--- src/rtl/psg_pkg.sv ---
package psg_pkg;
   localparam int unsigned PSG_GPIO_W = 9;

   typedef struct packed {
      logic                  use_reg;
      logic                  reg_val;
      logic                  invert;
      logic [PSG_GPIO_W-1:0] mask;
   } sel_cfg_t;

   localparam int unsigned PSG_CFG_W = $bits(sel_cfg_t);
endpackage

--- src/rtl/psg_sel_cell.sv ---
module psg_sel_cell
   import psg_pkg::*;
(
   input  logic                  clk,
   input  logic                  rst_n,
   input  logic                  wr_en,
   input  sel_cfg_t              wr_cfg,
   input  logic [PSG_GPIO_W-1:0] gpio,
   output logic                  sel_bit
);
   sel_cfg_t cfg_q;
   logic     src;

   always_ff @(posedge clk or negedge rst_n) begin
      if (!rst_n) cfg_q <= '0;
      else if (wr_en) cfg_q <= wr_cfg;
   end

   always_comb begin
      src     = cfg_q.use_reg ? cfg_q.reg_val : |(gpio & cfg_q.mask);
      sel_bit = src ^ cfg_q.invert;
   end

   assert_mask_reset_R4: assert property (@(posedge clk) disable iff (!rst_n)
      $past(!rst_n) |-> (cfg_q.mask == '0 && !cfg_q.invert && !cfg_q.use_reg));
endmodule

--- src/rtl/psg_profile_bank.sv ---
module psg_profile_bank #(
   parameter int unsigned SEL_W  = 3,
   parameter int unsigned WORD_W = 16
) (
   input  logic              clk,
   input  logic              rst_n,
   input  logic              we,
   input  logic [SEL_W-1:0]  waddr,
   input  logic [WORD_W-1:0] wdata,
   input  logic [SEL_W-1:0]  rsel,
   output logic [WORD_W-1:0] rword
);
   localparam int unsigned NPROF = 1 << SEL_W;

   logic [WORD_W-1:0] mem [NPROF];

   always_ff @(posedge clk or negedge rst_n) begin
      if (!rst_n) begin
         for (int i = 0; i < NPROF; i++) mem[i] <= '0;
      end else if (we) begin
         mem[waddr] <= wdata;
      end
   end

   assign rword = mem[rsel];

   assert_write_lands_R8: assert property (@(posedge clk) disable iff (!rst_n)
      we |=> (mem[$past(waddr)] == $past(wdata)));
endmodule

--- src/rtl/psg_fastlock.sv ---
module psg_fastlock #(
   parameter int unsigned FL_CYCLES = 4,
   parameter bit          AUTO_FL   = 1'b1
) (
   input  logic clk,
   input  logic rst_n,
   input  logic sel_change,
   input  logic use_reg,
   input  logic reg_val,
   output logic fl_out
);
   localparam int unsigned CNT_W = $clog2(FL_CYCLES + 1);

   generate
      if (AUTO_FL) begin : g_auto
         logic [CNT_W-1:0] cnt;

         always_ff @(posedge clk or negedge rst_n) begin
            if (!rst_n) cnt <= '0;
            else if (sel_change) cnt <= CNT_W'(FL_CYCLES);
            else if (cnt != '0) cnt <= cnt - 1'b1;
         end

         assign fl_out = use_reg ? reg_val : (cnt != '0);

         assert_fl_load_R10: assert property (@(posedge clk) disable iff (!rst_n)
            sel_change |=> (cnt == CNT_W'(FL_CYCLES)));
         assert_fl_count_R10: assert property (@(posedge clk) disable iff (!rst_n)
            (!sel_change && cnt != '0) |=> (cnt == $past(cnt) - 1'b1));
      end else begin : g_manual
         logic unused_chg;
         assign unused_chg = sel_change;
         assign fl_out     = use_reg & reg_val;
      end
   endgenerate
endmodule

--- src/rtl/profile_select_gen.sv ---
module profile_select_gen
   import psg_pkg::*;
#(
   parameter int unsigned SEL_W     = 3,
   parameter int unsigned WORD_W    = 16,
   parameter int unsigned FL_CYCLES = 4,
   parameter bit          AUTO_FL   = 1'b1,
   localparam int unsigned GPIO_W   = PSG_GPIO_W,
   localparam int unsigned IDX_W    = (SEL_W > 1) ? $clog2(SEL_W) : 1
) (
   input  logic              clk,
   input  logic              rst_n,
   input  logic [GPIO_W-1:0] gpio_in,
   input  logic              cfg_we,
   input  logic [IDX_W-1:0]  cfg_idx,
   input  logic [GPIO_W+2:0] cfg_wdata,
   input  logic              prof_we,
   input  logic [SEL_W-1:0]  prof_waddr,
   input  logic [WORD_W-1:0] prof_wdata,
   input  logic              fl_use_reg,
   input  logic              fl_reg_val,
   output logic [SEL_W-1:0]  sel_q,
   output logic [WORD_W-1:0] active_word,
   output logic              fl_active
);
   generate
      if (SEL_W < 1 || SEL_W > 4) begin : g_bad_sel
         $error("SEL_W must be 1 to 4");
      end
      if (WORD_W < 1) begin : g_bad_word
         $error("WORD_W must be at least 1");
      end
      if (FL_CYCLES < 1) begin : g_bad_fl
         $error("FL_CYCLES must be at least 1");
      end
   endgenerate

   logic [SEL_W-1:0] sel_d;
   sel_cfg_t         wr_cfg;

   assign wr_cfg = sel_cfg_t'(cfg_wdata);

   for (genvar b = 0; b < SEL_W; b++) begin : g_cell
      psg_sel_cell u_cell (
         .clk     (clk),
         .rst_n   (rst_n),
         .wr_en   (cfg_we && (cfg_idx == IDX_W'(b))),
         .wr_cfg  (wr_cfg),
         .gpio    (gpio_in),
         .sel_bit (sel_d[b])
      );
   end

   always_ff @(posedge clk or negedge rst_n) begin
      if (!rst_n) sel_q <= '0;
      else sel_q <= sel_d;
   end

   psg_profile_bank #(.SEL_W(SEL_W), .WORD_W(WORD_W)) u_bank (
      .clk   (clk),
      .rst_n (rst_n),
      .we    (prof_we),
      .waddr (prof_waddr),
      .wdata (prof_wdata),
      .rsel  (sel_q),
      .rword (active_word)
   );

   psg_fastlock #(.FL_CYCLES(FL_CYCLES), .AUTO_FL(AUTO_FL)) u_fl (
      .clk        (clk),
      .rst_n      (rst_n),
      .sel_change (sel_d != sel_q),
      .use_reg    (fl_use_reg),
      .reg_val    (fl_reg_val),
      .fl_out     (fl_active)
   );

   assert_word_holds_R7: assert property (@(posedge clk) disable iff (!rst_n)
      ($stable(sel_q) && !$past(prof_we)) |-> $stable(active_word));
endmodule

--- config.mk ---
export PLATFORM = sky130hd
export DESIGN_NAME = profile_select_gen
export DESIGN_NICKNAME = d
export VERILOG_FILES = /design/src/rtl/psg_pkg.sv /design/src/rtl/psg_sel_cell.sv /design/src/rtl/psg_profile_bank.sv /design/src/rtl/psg_fastlock.sv /design/src/rtl/profile_select_gen.sv
export SDC_FILE = /design/constraint.sdc
export NUM_CORES = 1
export LEC_CHECK = 0
export BUFFER_PORTS_ARGS = -buffer_cell sky130_fd_sc_hd__buf_2
export CORE_MARGIN = 8
export CORE_UTILIZATION = 45
export DETAILED_ROUTE_END_ITERATION = 16
export PLACE_DENSITY_LB_ADDON = 0.2
export SYNTH_ARGS = -nofsm -noshare
export SYNTH_HDL_FRONTEND = slang
export SYNTH_SLANG_ARGS = --single-unit
--- constraint.sdc ---
create_clock -name clk -period 4.16 [get_ports clk]
set_input_delay 0.416 -clock clk [delete_from_list [all_inputs] [get_ports clk]]
set_output_delay 0.416 -clock clk [all_outputs]
set_load 0.005 [all_outputs]
==> metrics.csv <==
stage;metric;value;unit
outcome;status;finished clean;
placed_design;place_hpwl;10100;um
floorplanning;fp.dieW;146;um
critical_path;critPathKind;register to primary output;
synth;yosys-mux-area-fraction;36.2;%
layout;layout_common_cells;180 x mux2_2, 168 x dfrtp_1, 66 x buf_2;
global_route;grt_start_max_net_pins;106;
drt;wl_per_cell;20.4;um
cts;cts_resized;0;
synth;yosysTopAreaCell;dfrtp_1;
critical_path;crit_start;sel_q[0];
synth;ys_ff_latch;170;
floorplanning;die_h;146;um
cts;cts_sinks;170;
timing;fmax;359;MHz
timing;final_max_slew_viol_count;0;
placed_design;place_ws;1.75;ns
critical_path;path_cells;buf_4, mux4_2, mux2_2, buf_2;
synth;synthTopCellsByArea;dfrtp_1 56%, mux2_2 27%, mux4_2 9.5%;
synth;netlist.area_leader.share;55.9;%
synth;ys_types;30;
critical_path;slowest_stage;dfrtp_2;
power;power.leakage;3.76;nW
synth;syn_nets;521;
power;power_density;599;nW/um^2
synth;synth_warnings;0;
drt;drc;0;
cts;hold_buffers;0;
hold_path;hold_path_class;input pin to asynchronous set/reset pin;
layout;mostFrequentLayoutCell;mux2_2;
drt;first_pass_iters;4;
cts;cts_tree;done;
layout;fillCellCount;1420;
synth;synth_top_family_by_area;multiplexers;
synth;synth_fa_ha_area_share;0.329;%
job;drv_cap;0;
floorplanning;coreArea;16600;um^2
placed_design;place.gp.congestion;0.748;
floorplanning;start_util;45.9;%
timing;setup_slack;1.37;ns
cts;clk_pin_slew_worst_paths;0.06;ns
floorplanning;pin_count;68;
timing;setup_tns;0;ns
layout;area_growth;15.6;%
drt;drt_iter0_markers;199;
synth;synthesis.area;7620;um^2
timing;setup_violations;0;
floorplanning;rows;47;
placed_design;portBuffers;67;
critical_path;cp_top_family;multiplexers;
synth;yosys.area_share.simple;2.55;%
cts;cts.path.max_buffers;2;
layout;final_nets;592;
timing;finalHoldViolCount;0;
timing;worst_slew_margin_rel;23.5;%
global_route;grt_pass1_vias;4714;
critical_path;r2r_start;sel_q[2];
critical_path;crit_buf_inv;2;
timing;whs;0.113;ns
floorplanning;design.die.area;21300;um^2
critical_path;cp-end-kind;primary output;
timing;tightest_slew;1.15;ns
global_route;grt-ovfl-total;0;
timing;period_minus_slack;2.79;ns
global_route;grt_first_pass_wirelength;25800;um
layout;finalNonFillerCells;775;
synth;synthXorXnorAreaFrac;1.15;%
synth;synth_compound_area_share;2.00;%
drt;num_vias;4294;
layout;diodes;0;
global_route;antenna_found_initial;1;
timing;skew;0.00641;ns
synth;syn_inst;471;
critical_path;critPathRequiredTime;3.74;ns
cts;h-tree-depth;4;
power;ir_worst_vdd;0.000364;V
layout;final_util;53.1;%
drt;drt_wl_total;15800;um
synth;syn_avg_cell_area;16.2;um^2
power;power.total;5.27;mW
global_route;track_usage;15.5;%
critical_path;max_stage_delay;0.64;ns
drt;drt-vias-per-instance;5.54;
synth;synth-seq-area-share;55.9;%
timing;rsz0062_at_grt;false;
critical_path;arrival;2.37;ns
critical_path;worstSetupStartpointType;register;
placed_design;place_area;8190;um^2
cts;post_cts_buffers;0;
placed_design;placed_cells;743;
cts;cts_buffers;17;
critical_path;worstPathMaxFanout;13;
cts;root_buffer;clkbuf_16;
cts;clkLatencyLatePin;0.42;ns
layout;drive_gt1_share;59.5;%
layout;design_area;8800;um^2
timing;fin_crit_sh;67.0;%
drt;drtAntennaViolNets;0;
==> cell usage after synthesis (all sizes together) <==
| cell | number |
|---|---|
| a21oi | 3 |
| a22oi | 12 |
| buf | 18 |
| clkbuf | 7 |
| dfrtp | 170 |
| ha | 2 |
| inv | 5 |
| mux2 | 181 |
| mux4 | 32 |
| nand2 | 6 |
| nand2b | 2 |
| nand3 | 3 |
| nand3b | 2 |
| nand4 | 1 |
| nand4b | 3 |
| nor2 | 1 |
| nor3 | 2 |
| nor3b | 3 |
| nor4 | 2 |
| o21ai | 2 |
| o22ai | 3 |
| or4 | 1 |
| xnor2 | 7 |
| xor2 | 3 |
==> state kept, by name, indices dropped and copies added, names as in the netlist <==
register             count
u_bank.mem             128
sel_q                    3
g_cell.u_cell.cfg_q     36
u_fl.g_auto.cnt          3
==> final cells by class <==
type	count	area [um^2]	share of cell area [%]
timing repair buffer	77	417	4.73
tap	220	275	3.13
clock inverter	10	140	1.59
multi-input combinational	271	3220	36.6
clock buffer	22	474	5.39
sequential	170	4260	48.3
inverter	5	18.8	0.213
==> logic make-up (layout without fill, tap and decap cells) <==
logic type,after synthesis,after routing
AOI/OAI and AO/OA,20,20
and+or+nand+nor,26,26
adders and majority gates,2,2
xor gates and xnor gates,10,10
buffers and inverters,30,114
DFF,170,170
muxes,213,213
==> metal layers <==
metal	track usage [%]	vias up	wire length, um
li1	-	1914	-
met1	19.6	2270	7090
met2	25.4	90	7870
met3	4.23	18	675
met4	4.74	2	158
met5	0	-	8
==> worst paths after layout <==
path / to / slack (ns) / depth (start not counted)
min: u_bank.mem[57] / 0.11 / 1
max: active_word[5] / 1.37 / 4
max reg2reg: u_fl.g_auto.cnt[2] / 2.03 / 3
min in group clk: g_cell[1].u_cell.cfg_q[8] / 0.25 / 2
max in group asynchronous: u_bank.mem[34] / 3.00 / 2
min reg2reg: u_bank.mem[93] / 0.49 / 1
==> report_power, final <==
| group | switching (mW) | leakage [nW] | total, mW | internal (mW) |
|---|---|---|---|---|
| combinational | 0.467 | 1.44 | 1.33 | 0.866 |
| sequential | 0.304 | 2.03 | 2.32 | 2.01 |
| clock | 0.630 | 0.293 | 1.62 | 0.994 |
| total | 1.40 | 3.76 | 5.27 | 3.87 |
Power figures use the tool's default switching activity.
